File: src/rtl/cio_pkg.sv
package cio_pkg;

  localparam int MAC_BYTES  = 6;
  localparam int HDR_BYTES  = 3 + MAC_BYTES;
  localparam int BODY_BYTES = 7;
  localparam int PKT_BYTES  = HDR_BYTES + BODY_BYTES;
  localparam int FRAME_W    = 8 * PKT_BYTES;
  localparam int MAC_W      = 8 * MAC_BYTES;
  localparam int TYPE_SLOTS = 8;

  localparam logic [7:0] PT_DATA = 8'h01;
  localparam logic [7:0] PT_RESP = 8'h02;
  localparam logic [7:0] PT_ACK  = 8'h03;

  typedef struct packed {
    logic [3:0]  cpu;
    logic [15:0] addr;
    logic [7:0]  data;
    logic [4:0]  status;
    logic [15:0] ctrl;
  } cab_sig_t;

  localparam int SIG_W = $bits(cab_sig_t);

  typedef struct packed {
    logic [7:0]       ptype;
    logic [MAC_W-1:0] mac;
    logic [7:0]       src;
    logic [7:0]       info;
    cab_sig_t         sig;
  } pkt_t;

  // on-the-wire image of a frame, byte 0 in the top bits
  typedef struct packed {
    logic [7:0]       ptype;
    logic [MAC_W-1:0] mac;
    logic [7:0]       src;
    logic [7:0]       info;
    logic [3:0]       cpu_pad;
    logic [3:0]       cpu;
    logic [15:0]      addr;
    logic [7:0]       data;
    logic [2:0]       st_pad;
    logic [4:0]       status;
    logic [15:0]      ctrl;
  } wire_t;

  typedef enum logic [1:0] {ACT_DROP, ACT_IGNORE, ACT_SILENT, ACT_RESPOND} act_e;

  function automatic logic [7:0] frame_byte(logic [FRAME_W-1:0] f, int unsigned k);
    return f[FRAME_W-1-8*k -: 8];
  endfunction

  function automatic pkt_t frame_decode(logic [FRAME_W-1:0] f);
    wire_t w;
    pkt_t  p;
    w = wire_t'(f);
    p.ptype      = w.ptype;
    p.mac        = w.mac;
    p.src        = w.src;
    p.info       = w.info;
    p.sig.cpu    = w.cpu;
    p.sig.addr   = w.addr;
    p.sig.data   = w.data;
    p.sig.status = w.status;
    p.sig.ctrl   = w.ctrl;
    return p;
  endfunction

  function automatic logic [FRAME_W-1:0] frame_encode(pkt_t p);
    wire_t w;
    w        = '0;
    w.ptype  = p.ptype;
    w.mac    = p.mac;
    w.src    = p.src;
    w.info   = p.info;
    w.cpu    = p.sig.cpu;
    w.addr   = p.sig.addr;
    w.data   = p.sig.data;
    w.status = p.sig.status;
    w.ctrl   = p.sig.ctrl;
    return FRAME_W'(w);
  endfunction

  function automatic act_e classify(pkt_t p, logic [MAC_W-1:0] self_mac,
                                    logic [TYPE_SLOTS-1:0] upd_info,
                                    logic [TYPE_SLOTS-1:0] resp_src);
    if (p.ptype != PT_DATA || p.mac == self_mac) return ACT_DROP;
    if (p.info >= 8'(TYPE_SLOTS)) return ACT_IGNORE;
    if (!upd_info[p.info[2:0]]) return ACT_IGNORE;
    if (p.src < 8'(TYPE_SLOTS) && resp_src[p.src[2:0]]) return ACT_RESPOND;
    return ACT_SILENT;
  endfunction

  function automatic logic [15:0] rising(logic [15:0] now_v, logic [15:0] prev_v);
    return now_v & ~prev_v;
  endfunction

endpackage

File: src/rtl/cio_rx_parser.sv
module cio_rx_parser import cio_pkg::*; (
  input  logic               clk,
  input  logic               rst_n,
  input  logic               take,
  input  logic [7:0]         byte_in,
  output logic               last_beat,
  output logic [FRAME_W-1:0] frame
);
  localparam int IDX_W = $clog2(PKT_BYTES);

  logic [IDX_W-1:0] idx;

  assign last_beat = take && (idx == IDX_W'(PKT_BYTES - 1));

  always_ff @(posedge clk or negedge rst_n) begin
    if (!rst_n) begin
      idx   <= '0;
      frame <= '0;
    end else if (take) begin
      frame <= {frame[FRAME_W-9:0], byte_in};
      idx   <= last_beat ? '0 : idx + 1'b1;
    end
  end
endmodule

File: src/rtl/cio_delay.sv
module cio_delay #(
  parameter int W = 8
) (
  input  logic         clk,
  input  logic         rst_n,
  input  logic         load,
  input  logic [W-1:0] len,
  output logic         expire
);
  logic [W-1:0] cnt;
  logic         run;

  assign expire = run && (cnt == W'(1));

  always_ff @(posedge clk or negedge rst_n) begin
    if (!rst_n) begin
      cnt <= '0;
      run <= 1'b0;
    end else if (load) begin
      cnt <= (len == '0) ? W'(1) : len;
      run <= 1'b1;
    end else if (run) begin
      if (cnt == W'(1)) run <= 1'b0;
      else              cnt <= cnt - 1'b1;
    end
  end
endmodule

File: src/rtl/cio_tx_ser.sv
module cio_tx_ser import cio_pkg::*; (
  input  logic               clk,
  input  logic               rst_n,
  input  logic               active,
  input  logic               short_pkt,
  input  logic [FRAME_W-1:0] frame,
  input  logic               tx_ready,
  output logic               tx_valid,
  output logic [7:0]         tx_data,
  output logic               tx_last,
  output logic               done
);
  localparam int IDX_W = $clog2(PKT_BYTES);

  logic [IDX_W-1:0] idx;
  logic [IDX_W-1:0] final_idx;

  assign final_idx = short_pkt ? IDX_W'(HDR_BYTES - 1) : IDX_W'(PKT_BYTES - 1);
  assign tx_valid  = active;
  assign tx_data   = frame_byte(frame, 32'(idx));
  assign tx_last   = active && (idx == final_idx);
  assign done      = tx_valid && tx_ready && tx_last;

  always_ff @(posedge clk or negedge rst_n) begin
    if (!rst_n)                    idx <= '0;
    else if (tx_valid && tx_ready) idx <= tx_last ? '0 : idx + 1'b1;
  end
endmodule

File: src/rtl/cio_ctrl.sv
module cio_ctrl import cio_pkg::*; #(
  parameter logic [MAC_W-1:0]      SELF_MAC      = 48'h02_00_5E_10_00_07,
  parameter logic [7:0]            SELF_UNIT     = 8'h02,
  parameter logic [TYPE_SLOTS-1:0] UPD_INFO_MASK = 8'h0E,
  parameter logic [TYPE_SLOTS-1:0] RESP_SRC_MASK = 8'h02,
  parameter int                    DLY_W         = 8
) (
  input  logic             clk,
  input  logic             rst_n,
  input  logic             rx_valid,
  output logic             rx_ready,
  input  logic [7:0]       rx_data,
  output logic             tx_valid,
  input  logic             tx_ready,
  output logic [7:0]       tx_data,
  output logic             tx_last,
  input  logic [DLY_W-1:0] dly_cycles,
  output logic [SIG_W-1:0] pl_new,
  output logic [SIG_W-1:0] pl_old,
  output logic [15:0]      ctrl_rise,
  input  logic [SIG_W-1:0] pl_out
);
  typedef enum logic [1:0] {ST_RECV, ST_DECIDE, ST_WAIT, ST_SEND} st_e;

  st_e                state;
  logic [FRAME_W-1:0] rx_frame;
  logic [FRAME_W-1:0] tx_frame;
  pkt_t               rx_pkt;
  pkt_t               reply;
  act_e               act;
  cab_sig_t           new_buf, old_buf, out_buf;
  logic [7:0]         reply_info;
  logic               reply_ack;

  // named internal events
  logic take, pkt_done, apply_ev, wait_load, capture_ev, tx_done;

  assign rx_ready  = (state == ST_RECV);
  assign take      = rx_valid && rx_ready;
  assign rx_pkt    = frame_decode(rx_frame);
  assign act       = classify(rx_pkt, SELF_MAC, UPD_INFO_MASK, RESP_SRC_MASK);
  assign apply_ev  = (state == ST_DECIDE) && (act == ACT_SILENT || act == ACT_RESPOND);
  assign wait_load = (state == ST_DECIDE) && (act == ACT_RESPOND);

  cio_rx_parser u_rx (
    .clk(clk), .rst_n(rst_n), .take(take), .byte_in(rx_data),
    .last_beat(pkt_done), .frame(rx_frame)
  );

  cio_delay #(.W(DLY_W)) u_dly (
    .clk(clk), .rst_n(rst_n), .load(wait_load), .len(dly_cycles), .expire(capture_ev)
  );

  always_comb begin
    reply.ptype = reply_ack ? PT_ACK : PT_RESP;
    reply.mac   = SELF_MAC;
    reply.src   = SELF_UNIT;
    reply.info  = reply_info;
    reply.sig   = reply_ack ? cab_sig_t'('0) : out_buf;
  end
  assign tx_frame = frame_encode(reply);

  cio_tx_ser u_tx (
    .clk(clk), .rst_n(rst_n), .active(state == ST_SEND), .short_pkt(reply_ack),
    .frame(tx_frame), .tx_ready(tx_ready), .tx_valid(tx_valid),
    .tx_data(tx_data), .tx_last(tx_last), .done(tx_done)
  );

  always_ff @(posedge clk or negedge rst_n) begin
    if (!rst_n) begin
      state      <= ST_RECV;
      new_buf    <= '0;
      old_buf    <= '0;
      out_buf    <= '0;
      reply_info <= '0;
      reply_ack  <= 1'b1;
    end else begin
      if (apply_ev) begin
        old_buf <= new_buf;
        new_buf <= rx_pkt.sig;
      end
      case (state)
        ST_RECV:   if (pkt_done) state <= ST_DECIDE;
        ST_DECIDE: begin
          reply_info <= rx_pkt.info;
          reply_ack  <= (act != ACT_RESPOND);
          case (act)
            ACT_DROP:    state <= ST_RECV;
            ACT_RESPOND: state <= ST_WAIT;
            default:     state <= ST_SEND;
          endcase
        end
        ST_WAIT: if (capture_ev) begin
          out_buf <= cab_sig_t'(pl_out);
          state   <= ST_SEND;
        end
        ST_SEND: if (tx_done) state <= ST_RECV;
        default: state <= ST_RECV;
      endcase
    end
  end

  assign pl_new    = new_buf;
  assign pl_old    = old_buf;
  assign ctrl_rise = rising(new_buf.ctrl, old_buf.ctrl);
endmodule

File: config.mk
export PLATFORM = sky130hd
export DESIGN_NAME = cio_ctrl
export DESIGN_NICKNAME = d
export VERILOG_FILES = /design/src/rtl/cio_pkg.sv /design/src/rtl/cio_rx_parser.sv /design/src/rtl/cio_delay.sv /design/src/rtl/cio_tx_ser.sv /design/src/rtl/cio_ctrl.sv
export SDC_FILE = /design/constraint.sdc
export NUM_CORES = 1
export LEC_CHECK = 0
export ABC_AREA = 1
export BUFFER_PORTS_ARGS = -buffer_cell sky130_fd_sc_hd__clkbuf_2
export CORE_MARGIN = 1
export CORE_UTILIZATION = 55
export DETAILED_ROUTE_END_ITERATION = 10
export PLACE_DENSITY_LB_ADDON = 0.12
export SYNTH_ARGS = -nofsm -noshare
export SYNTH_HDL_FRONTEND = slang
export SYNTH_SLANG_ARGS = --single-unit
File: constraint.sdc
create_clock -name clk -period 5 [get_ports clk]
set_clock_uncertainty 0.1 [all_clocks]
set_input_delay 0.25 -clock clk [delete_from_list [all_inputs] [get_ports clk]]
set_output_delay 0.25 -clock clk [all_outputs]
set_load 0.05 [all_outputs]
==> results.sh <==
export IMPL_finalCritPeriodShare_pct=63.6
export IMPL_cp_start_kind="register"
export IMPL_r2r_start="u_rx.frame[127]"
export IMPL_pin_count=194
export IMPL_reg2regPathDepth=8
export IMPL_path_delay_family="simple AND/OR/NAND/NOR gates"
export IMPL_track_usage_pct=24.6
export IMPL_post_drt_via_cell_ratio=5.09
export IMPL_syn_to_final_growth_pct=22.3
export IMPL_antenna_found_initial=1
export IMPL_rrSetupSlack_ns=1.82
export IMPL_die_h_um=155
export IMPL_row_count=55
export IMPL_pwr_share_comb_pct=22.6
export IMPL_grt_pass1_wl_mm=47.7
export IMPL_cp_depth=8
export IMPL_routabilityCongestion=0.905
export IMPL_synthTopCellsByArea="dfrtp_1 (59%), nand2_1 (12%), o21ai_0 (9.5%), inv_1 (5.5%), mux2_2 (2.9%)"
export IMPL_post_cts_buffers=0
export IMPL_clock_sinks=303
export IMPL_initial_core_util_pct=56.4
export IMPL_multi_input_area_um2=4240
export IMPL_num_vias=10200
export IMPL_fin_nets=1767
export IMPL_postSynthNetCount=1531
export IMPL_syn_area_um2=12800
export IMPL_root_buffer="clkbuf_16"
export IMPL_htree_levels=1
export IMPL_critical_path_class="register to register"
export IMPL_cp_data_arrival_time_ns=3.53
export IMPL_drc_errors=0
export IMPL_post_cts_resized=0
export IMPL_synth_edf_count=0
export IMPL_synth_cells=1450
export IMPL_cts_tree="built"
export IMPL_grt_start_max_net_pins=115
export IMPL_clk_pin_slew_ns=0.06
export IMPL_synth_top_area_share_pct=59.0
export IMPL_ant_nets=0
export IMPL_slew_viol_final=0
export IMPL_routedWlPerCell_um=14.3
export IMPL_sw_frac_of_total_pct=33.0
export IMPL_critical_path_max_stage_delay_ns=0.76
export IMPL_layout_drive_gt1_share_pct=17.3
export IMPL_power_density_nw_per_um2=449
export IMPL_tightest_slew_ns=1.01
export IMPL_ys_async_sr_fraction_pct=100
export IMPL_initialDrtViolationCount=680
export IMPL_worstSkewPairLatency_ns=0.57
export IMPL_status="completed"
export IMPL_ff_latch_area_um2=7580
export IMPL_ys_warn_count=0
export IMPL_critPathCapture="pl_old[24]"
export IMPL_critPathBufInv=1
export IMPL_slew_headroom_pct=32.4
export IMPL_path_max_fanout=68
export IMPL_worstPathRequired_ns=5.35
export IMPL_internal_power_mw=4.71
export IMPL_grt_pass1_vias=9864
export IMPL_ys_flop_type="dfrtp_1"
export IMPL_cts_made_buffers=31
export IMPL_setup_viol=0
export IMPL_hold_violations=0
export IMPL_portBuffers=193
export IMPL_path_cells="nor2_1 -> nand2_1 -> nor4_1 -> nand3b_1 -> ha_1 -> o21ai_4 -> buf_12 -> mux2_2"
export IMPL_cp_end_kind="register"
export IMPL_rsz0062_at_grt="false"
export IMPL_seqPwrFrac_pct=44.6
export IMPL_netSwitchingPower_mw=2.32
export IMPL_design_die_area_um2=23900
export IMPL_vdd_drop_max_mv=0.273
export IMPL_nFillCells=1786
export IMPL_fin_tns_setup_ns=0
export IMPL_worstSetupStartpoint="u_rx.frame[127]"
export IMPL_finalCriticalPeriod_ns=3.18
export IMPL_grt_remaining_overflow=0
export IMPL_die_x_um=155
export IMPL_post_synth_top_area_cell="dfrtp_1"
export IMPL_core_area_um2=22700
export IMPL_drt_total_wl_mm=28.5
export IMPL_cap_violations=0
export IMPL_clk_path_buf_depth=3
export IMPL_synth_seq_cells=303
export IMPL_hp_class="primary input to register"
export IMPL_max_freq_mhz=314
export IMPL_ys_seq_area_share_pct=59.2
export IMPL_critPathSlowestCell="o21ai_4"
export IMPL_regToRegEndpoint="pl_old[24]"
export IMPL_hpwl_mm=18.0
export IMPL_syn_avg_cell_area_um2=8.83
export IMPL_synth_cell_types=32
export IMPL_dr_pass1_iters=5
export IMPL_clockPowerShare_pct=32.8
export IMPL_final_util_pct=69.0
export IMPL_power_leakage_nw=8.15
-- cell usage in the layout, fill, tap and decap left out, drive strengths merged, types with 4 or more instances in the layout --
cell type	instances
or2	4
nand2	415
nand3	26
nor2	94
o21ai	265
clkinv	5
ha	12
inv	191
dfrtp	302
buf	9
clkbuf	241
dlygate4sd3	67
mux2	33
nand4	9
o211ai	4
a21oi	16
-- sequential cells by signal, summed over array words and instances, names as in the netlist, named ones only --
register / flops
reply_info: 8
u_rx.frame: 128
u_tx.idx: 4
state: 1
pl_new: 49
out_buf: 49
reply_ack: 1
pl_old: 49
u_dly.run: 1
u_rx.idx: 4
u_dly.cnt: 8
-- stage by stage --
stage	power (mW)	cell area (µm²)	hold slack (ns)	instances	worst slack, ns
floorplan	4.24	12800	-0.146	1450	2.78
global placement	4.67	14000	0.246	1871	1.97
detailed placement	4.71	14000	0.249	1871	1.82
CTS	7.10	15700	0.0966	1995	1.81
global route	7.45	15700	0.181	1996	1.55
finish	7.03	15700	0.114	1997	1.82
-- how the worst min path moves through the flow --
stage                             end  slack [ns]  cells past startpoint      from
after floorplan             async pin       -0.15                      0     rst_n
after global placement    out_buf[29]        0.25                      1     rst_n
after detailed placement  out_buf[29]        0.25                      1     rst_n
after CTS                    state[0]         0.1                      5  rx_valid
after global routing         state[0]        0.18                      5  rx_valid
final                        state[0]        0.11                      5  rx_valid
-- layout make-up --
class / count / share of cell area, %
repair buffers: 268 / 11.1
multi-input cells: 892 / 27.0
flip-flops and latches: 303 / 48.4
diodes: 2 / 0.0319
clock buffers: 49 / 5.89
clock inverters: 8 / 0.695
inverters: 190 / 4.55
well taps: 285 / 2.28
-- power groups by stage --
stage / logic (mW) / registers, mW / clock network [mW]
global route: 1.82 / 3.18 / 2.45
finish: 1.59 / 3.13 / 2.31
CTS: 1.61 / 3.13 / 2.36
global placement: 1.52 / 3.15 / 0
floorplan: 1.17 / 3.07 / 0
detailed placement: 1.55 / 3.16 / 0
-- routing by layer --
metal  wire length [µm]  part of all wire [%]  track usage, %  vias to the layer above
met5                  0                     0               0                        -
met3               1170                   4.1            3.28                       58
li1                   -                     -               -                     5032
met1              12800                    45            33.6                     4831
met4                746                   2.6            7.87                        0
met2              13800                    48            41.1                      242
-- timing repair --
action                     CTS  global route
hold buffers                67             0
hold endpoints to repair   162             0
setup endpoints to repair    0             0
-- kinds of logic after synthesis --
family,synth area share (%)
simple gates,17.1
buf+inv,7.96
xor+xnor,0.205
mux,2.90
compound gates,11.4
fa+ha+maj,1.17
flops,59.2
-- synthesized netlist by cell type, drive strengths merged, types with 9 or more instances --
cell,count
clkbuf,26
mux2,33
buf,39
nand3,26
inv,189
nand2,415
nor2,94
ha,12
a21oi,16
nand4,9
o21ai,265
dfrtp,302
-- worst min-delay path, cell delays in order --
cell and delay, ns:
clkbuf_2 0.13, a21boi_0 0.19, a21oi_1 0.06, nand2_1 0.07, nand2_1 0.04
Note: power is estimated with default switching activity, not from simulation.
